File: src/rtl/bundle_disperse.sv
module bundle_disperse #(
  parameter int NINT = 2,
  parameter int NMEM = 2,
  parameter int NFP  = 2,
  parameter int NBR  = 3,
  localparam int NP  = NINT + NMEM + NFP + NBR
) (
  input  logic            clk,
  input  logic            rst_n,
  input  logic            flush,
  input  logic [5:0]      slot_vld,
  input  logic [5:0]      slot_stop,
  input  logic [11:0]     slot_type,
  output logic [NP-1:0]   port_vld,
  output logic [3*NP-1:0] port_pos,
  output logic [2:0]      used,
  output logic [1:0]      shift
);
  localparam int SLOTS = 6;
  localparam int BSZ   = 3;

  logic [1:0] off_q;
  logic [1:0] nxt_off;
  logic [3:0] sum;

  function automatic int cap(input logic [1:0] t);
    case (t)
      2'd0: return NINT;
      2'd1: return NMEM;
      2'd2: return NFP;
      default: return NBR;
    endcase
  endfunction

  function automatic int base(input logic [1:0] t);
    case (t)
      2'd0: return 0;
      2'd1: return NINT;
      2'd2: return NINT + NMEM;
      default: return NINT + NMEM + NFP;
    endcase
  endfunction

  always_comb begin
    int cnt [4];
    int u;
    int p;
    logic go;
    logic [1:0] t;
    for (int k = 0; k < 4; k++) cnt[k] = 0;
    port_vld = '0;
    port_pos = '0;
    u  = 0;
    p  = 0;
    t  = 2'd0;
    go = rst_n && !flush;
    for (int i = 0; i < SLOTS; i++) begin
      if (go && i >= int'(off_q)) begin
        t = slot_type[2*i +: 2];
        if (!slot_vld[i]) begin
          u = u + 1;
          if (slot_stop[i]) go = 1'b0;
        end else if (cnt[t] < cap(t)) begin
          p = base(t) + cnt[t];
          port_vld[p] = 1'b1;
          port_pos[3*p +: 3] = 3'(i);
          cnt[t] = cnt[t] + 1;
          u = u + 1;
          if (slot_stop[i]) go = 1'b0;
        end else begin
          go = 1'b0;
        end
      end
    end
    used = 3'(u);
  end

  assign sum     = {2'b00, off_q} + {1'b0, used};
  assign shift   = (sum >= 4'(2*BSZ)) ? 2'd2 : (sum >= 4'(BSZ)) ? 2'd1 : 2'd0;
  assign nxt_off = (sum >= 4'(2*BSZ)) ? 2'(sum - 4'(2*BSZ)) :
                   (sum >= 4'(BSZ))   ? 2'(sum - 4'(BSZ))   : sum[1:0];

  always_ff @(posedge clk) begin
    if (!rst_n || flush) off_q <= 2'd0;
    else                 off_q <= nxt_off;
  end
endmodule

File: config.mk
export PLATFORM = sky130hd
export DESIGN_NAME = bundle_disperse
export DESIGN_NICKNAME = d
export VERILOG_FILES = /design/src/rtl/bundle_disperse.sv
export SDC_FILE = /design/constraint.sdc
export NUM_CORES = 1
export LEC_CHECK = 0
export BUFFER_PORTS_ARGS = -buffer_cell sky130_fd_sc_hd__buf_2
export CAP_MARGIN = 20
export CORE_MARGIN = 5
export CORE_UTILIZATION = 26
export DETAILED_ROUTE_END_ITERATION = 12
export SLEW_MARGIN = 15
export SYNTH_ARGS = -nofsm -noshare
export SYNTH_HDL_FRONTEND = slang
export SYNTH_SLANG_ARGS = --single-unit
File: constraint.sdc
create_clock -name clk -period 33.1 [get_ports clk]
set_input_delay 4.965 -clock clk [delete_from_list [all_inputs] [get_ports clk]]
set_output_delay 4.965 -clock clk [all_outputs]
set_load 0.02 [all_outputs]
Word level (Yosys, flattened, before mapping):

Index checks and enable logic that the tools add are counted.

* register bits after elaboration: 2
* bits in latches: 0
* RAM bits: 0
* ROM bits: 0
* input bits: 27
* output and inout bits: 41
* word-level logic and storage cells: 317
* memories kept: 0

* $add $sub $neg: 25
* multiply operators: 6
* div/mod/pow operators: 0
* order comparisons: 34
* equal/unequal tests: 12
* shift operators: 12
* mux-type cells: 184
* bitwise operators: 13
* reductions and logical operators: 30

Operators by type and width (count)
* 128-bit two-way mux: 15
* 32-bit two-way mux: 47
* 128-bit bitwise mux: 4
* 27-bit two-way mux: 18
* 32-bit binary-select mux with 2-bit select: 6
* 32-bit demux with 2-bit select: 5
* 32-bit negation with 33-bit output: 6
* 3-bit by 33-bit variable shift with 27-bit output, first input constant: 6
* 3-bit by 33-bit indexed part select with 27-bit output, first input constant: 6
* 32-bit adder: 6
* 32-bit by 1-bit greater-or-equal comparator with 1-bit output, second input constant: 6
* 32-bit < comparator: 6
* 32-bit by 6-bit < comparator with 1-bit output, second input constant: 6
* 3-bit by 32-bit multiplier with 32-bit output, first input constant: 6
* 9-bit two-way mux: 18
* 32-bit by 2-bit adder with 32-bit output, second input constant: 5
* 27-bit bitwise mux: 5
* 128-bit AND: 1
* 3-bit one-hot mux with 3 select lines: 6
* 9-bit bitwise OR: 5
* 3-bit two-way mux: 13
* 1-bit two-way mux: 36
* 27-bit AND: 1
* 1-bit demux with 4-bit select: 6
* other kinds (19): 77

Depth between registers and ports, before layout:

* word-level depth: 57
* gate-level depth with buffers: 41
* gate-level depth less buffers: 39

Worst setup path before layout:

No wires, ideal clock.

* path type: input -> output
* start point: in flush
* end point: out port_pos[10]
* arrival: 13281 ps
* required time: 28135 ps
* slack: 14854 ps
* stages on the path: 38
* path through: nor3b_2 -> nand2_2 -> clkinv_2 -> and4_1 -> buf_2 -> inv_1 -> mux2_2 -> mux4_2 -> ha_1 -> nand4b_1 -> nor3_1 -> a22oi_1 -> a221oi_2 -> nand2_1 -> inv_1 -> ha_1 -> o211a_1 -> o2bb2ai_2 -> [2 not listed] -> o41ai_1 -> nand2_1 -> ha_1 -> ha_1 -> a21o_1 -> ha_1 -> ha_1 -> a21o_1 -> a21oi_1 -> xor2_1 -> nand2_1 -> nor3_1 -> ha_1 -> nand3b_1 -> a31oi_2 -> o2111a_1 -> o211ai_1 -> mux2i_1

* longest elaborated chain between the ends: 47

Ends and longest elaborated chain
* start: declaration: RTL line 10 `input logic flush,`
* 1-bit logical NOT *: RTL line 56 `go = rst_n && !flush;`
* 1-bit logical AND *: RTL line 56
* 1-bit logical AND: RTL line 58 `if (go && i >= int'(off_q)) begin`
* 128-bit two-way mux: RTL line 58
* 32-bit binary-select mux with 2-bit select: RTL line 63, 64, 67
* 32-bit two-way mux (implied by the code) (2 in a row): RTL line 63, 64, 67
* 32-bit by 2-bit adder with 32-bit output: RTL line 67 `cnt[t] = cnt[t] + 1;`
* 128-bit bitwise mux: RTL line 67
* [30 not listed]
* 32-bit adder: RTL line 64 `p = base(t) + cnt[t];`
* 3-bit by 32-bit multiplier with 32-bit output: RTL line 66 `port_pos[3*p +: 3] = 3'(i);`
* 32-bit negation with 33-bit output: RTL line 66
* 3-bit by 33-bit indexed part select with 27-bit output / 3-bit by 33-bit variable shift with 27-bit output (equally long branches): RTL line 66
* 27-bit bitwise mux: RTL line 66
* 27-bit two-way mux: RTL line 63 `end else if (cnt[t] < cap(t)) begin`
* 27-bit two-way mux: RTL line 60 `if (!slot_vld[i]) begin`
* 27-bit two-way mux *: RTL line 58
* end: declaration: RTL line 15 `output logic [3*NP-1:0] port_pos,`

Mark *: on every way between the ends. The rest lies on a longest branch, timed or not. The select of a mux whose other input is x is not followed.

Worst setup path after layout:

* start point: in rst_n
* end point: out port_pos[6]

* longest elaborated chain between the ends: 46

Ends and longest elaborated chain
* start: declaration: RTL line 9 `input logic rst_n,`
* 1-bit logical AND *: RTL line 56
* 1-bit logical AND: RTL line 58
* 128-bit two-way mux: RTL line 58
* 32-bit binary-select mux with 2-bit select: RTL line 63, 64, 67
* 32-bit two-way mux (implied by the code) (2 in a row): RTL line 63, 64, 67
* 32-bit by 2-bit adder with 32-bit output: RTL line 67
* 128-bit bitwise mux: RTL line 67
* 128-bit two-way mux: RTL line 63
* [29 not listed]
* 32-bit adder: RTL line 64
* 3-bit by 32-bit multiplier with 32-bit output: RTL line 66
* 32-bit negation with 33-bit output: RTL line 66
* 3-bit by 33-bit indexed part select with 27-bit output / 3-bit by 33-bit variable shift with 27-bit output (equally long branches): RTL line 66
* 27-bit bitwise mux: RTL line 66
* 27-bit two-way mux: RTL line 63
* 27-bit two-way mux: RTL line 60
* 27-bit two-way mux *: RTL line 58

Marks and branches as above.

==> metrics.md <==
| Metric | Value |
|---|---|
| DP Wirelength | 21550 um |
| Most frequent CP cell | ha_1 |
| Crit path kind | in -> out |
| CP bufs+invs | 4 |
| CTS tree | yes |
| Worst slew margin | about a third |
| Fin crit period | between 20000 and 25000 ps |
| # hold bufs at CTS | 0 |
| Nature of the critical path endpoint | output port |
| RSZ-0062 raised after global routing | no |
| Length of the first detailed-routing pass in iterations | 6 |
| Pin count of the biggest net entering global routing | 27 |
| # clock sinks | 2 |
| Via count | around 8500 |
| PortBufs | 66 |
| Number of I/O pins | 68 |
| Final setup violation count | 0 |
| Post-CTS Resized | 0 |
| Post-Synthesis Cells | 1112 |
| Fill cells | around 3100 |
| Cell-internal power | roughly 0.00008 W |
| R2r setup slk | between 20000 and 25000 ps |
| Hold crit path type | reg -> reg |
| Largest area contributor in the netlist | ha_1 |
| Number of enable flip-flop cells after synthesis | 0 |
| Clk slew on worst S/H paths | ~30 ps |
| Number of core rows | 62 |
| PwrDens | roughly 27 mW/mm^2 |
| DRT iter0 DRCs | between 700 and 800 |
| Layout Skew | ~1.3 ps |
| CTS Root Buffer Type | clkbuf_16 |
| Worst-skew pair later-pin latency | about 220 ps |
| Final hold violation count | 0 |
| Most flops, register | off_q |
| Share of power burned in registers | approximately 1.6% |
| Area delta synth->final | 9.567% |
| Diodes inserted | 0 |
| Async S/R FF share, synth | 0% |
| Fin nets | about 1300 |
| Largest regs | off_q (2) |
| Count of different cell masters after synthesis | 97 |
| Die W | around 180 um |
| Period utilization | about 63% |
| Placer Congestion | 0.9460 |
| Crit-path slowest cell | fa_1 |
| Share of cells above drive strength 1 | a little over a tenth |
| Die area | 0.03248 mm^2 |
| Clock power frac | under 10% |
| Tightest Pin Transition | between 1000 and 1500 ps |
| Setup TNS | 0 ps |
| LEAKAGE | 3.589 nW |
| DRT antenna net count | 0 |
| Number of global-route vias before repair | between 8000 and 9000 |
| Crit path DAT | approximately 16000 ps |
| Mapped cell area | about 0.0075 mm^2 |
| GR Overflow Total | 0 |
| Top-area cell type share of the netlist area | between 15 and 20% |
| DRC Markers | 0 |
| Max Clock Freq | approximately 48 MHz |
| Status | complete, no violations |
| CTS Buf Count | 3 |
| Register area share after synthesis | less than 1% |
| Ys flop type | dfxtp_1 |
| Ys Warns | 0 |
| Final WL | 26030 um |
| Max stage delay on crit path | 810 ps |
| Critical path peak fanout | 12 |
| Most common cell after layout, fill and taps aside | nand2_1 |
| Worst Setup Start Kind | input pin |
| H-tree levels | 1 |
| Top post-synthesis cells by area | ha_1 16%, mux2i_1 6.9%, nand2_1 5.8%, nor2_1 5.5%, nand3_1 4.3% |
| Initial Util | around a quarter |
| CP Data Required Time | around 28000 ps |
| Sw Share | about 64% |
| Syn avg cell area | 6.775 um^2 |
| Fin. max-slew vios | 0 |
| Max cap viols | 0 |
| Synth Register Bits | 2 |
| Max reg flops | 2 |
| Comb pwr share | between 90% and 100% |
| Peak supply drop | 0.01321 mV |
| Core box area | about 0.029 mm^2 |
| Most frequent cells in the layout | 116 x nand2_1, 110 x nor2_1, 97 x ha_1 |
| Crit-path leading delay family | simple AND/OR/NAND/NOR gates |
| First-pass GRT wire length | between 40000 and 50000 um |
| Net Sw Power | around 0.00014 W |
| Postcts setup bufs | 0 |
| Pwr Total | roughly 0.00022 W |
| Total GRT Usage | between 10% and 20% |
| WL/cell | around 17 um |
| Via-to-Cell Ratio | around 5.6 |
| Initial antenna violation count | 1 |
| DIE HEIGHT | around 180 um |
| CTS Buffer Depth | 2 |
==> metal layers <==
metal | part of all wire, % | vias up | global-route usage, %
met5 | 0.042 | - | 0
met4 | 1.8 | 2 | 2.934
met3 | 6.1 | 40 | 1.312
met2 | 47 | 346 | 26.58
met1 | 45 | 3991 | 20.41
li1 | - | 4168 | -
==> power groups by stage <==
stage,Clock [W],Sequential (W),Combinational (W)
final,0.0000186,0.00000344,0.000199
after global placement,0,0.00000344,0.000190
after CTS,0.0000189,0.00000341,0.000193
after detailed placement,0,0.00000344,0.000192
after floorplan,0,0.00000330,0.000150
after global routing,0.0000193,0.00000350,0.000218
==> Yosys cell counts (14+ instances only) <==
| cell | instances |
|---|---|
| and2_1 | 20 |
| nor4_1 | 17 |
| nand2_1 | 116 |
| xnor2_1 | 27 |
| and3_1 | 19 |
| nor2_1 | 110 |
| nor2b_1 | 17 |
| nor3_1 | 52 |
| inv_1 | 64 |
| clkbuf_1 | 42 |
| a31oi_1 | 29 |
| mux2i_1 | 52 |
| nand3_1 | 65 |
| ha_1 | 97 |
| xor2_1 | 21 |
| a21oi_1 | 48 |
| o21ai_0 | 40 |
| a211oi_1 | 15 |
| nand2b_1 | 14 |
| nand4_1 | 18 |
==> worst reg2reg max path, delay by kind of cell, from the launching register on <==
family / cells / cell delay [ps]
AO/OA/AOI/OAI: 11 / 3150
adder cells (fa/ha/maj): 5 / 1470
buffers and inverters: 5 / 560
AND/OR/NAND/NOR: 8 / 2610
multiplexers: 3 / 1390
flip-flops: 1 / 360
==> layout make-up <==
type	instances	area [um^2]	area share, %
clock buffers	3	75.07	0.9095
inverters	67	252.7	3.062
multi-input cells	999	7061	85.54
flip-flops and latches	2	40.04	0.4851
well taps	384	480.5	5.821
repair buffers	68	345.3	4.184
==> path summary, 6_finish.rpt <==
check,startpoint,endpoint,cells after the start
setup / recovery,rst_n,port_pos[6],34
hold / removal,off_q[0],off_q[0],3
setup reg to reg,off_q[0],off_q[1],32
hold reg to reg,off_q[0],off_q[0],3
==> cells by family (layout without fill, tap and decap cells) <==
logic type / after synthesis / after routing / synth area share, %
buf+inv: 118 / 138 / 6.162
other cells: 2 / 9 / 0.09969
fa+ha+maj: 105 / 105 / 18.24
simple gates: 500 / 500 / 33.60
xor+xnor: 51 / 51 / 6.228
flops: 2 / 2 / 0.5315
compound gates: 264 / 264 / 25.06
mux: 70 / 70 / 10.08
==> metrics by stage <==
step,hold WS [ps],instance area [um^2],setup slack [ps],utilization (%),cells
final,881.3,8254,12220,28.84,1523
after global routing,941.9,8254,11570,28.84,1523
after CTS,870.9,8249,12400,28.82,1523
after detailed placement,867.0,8174,12460,28.56,1520
after global placement,840.0,8174,12460,28.56,1520
after floorplan,762.7,7560,14850,-,1119
No activity file was read; power rests on OpenSTA's default activity.
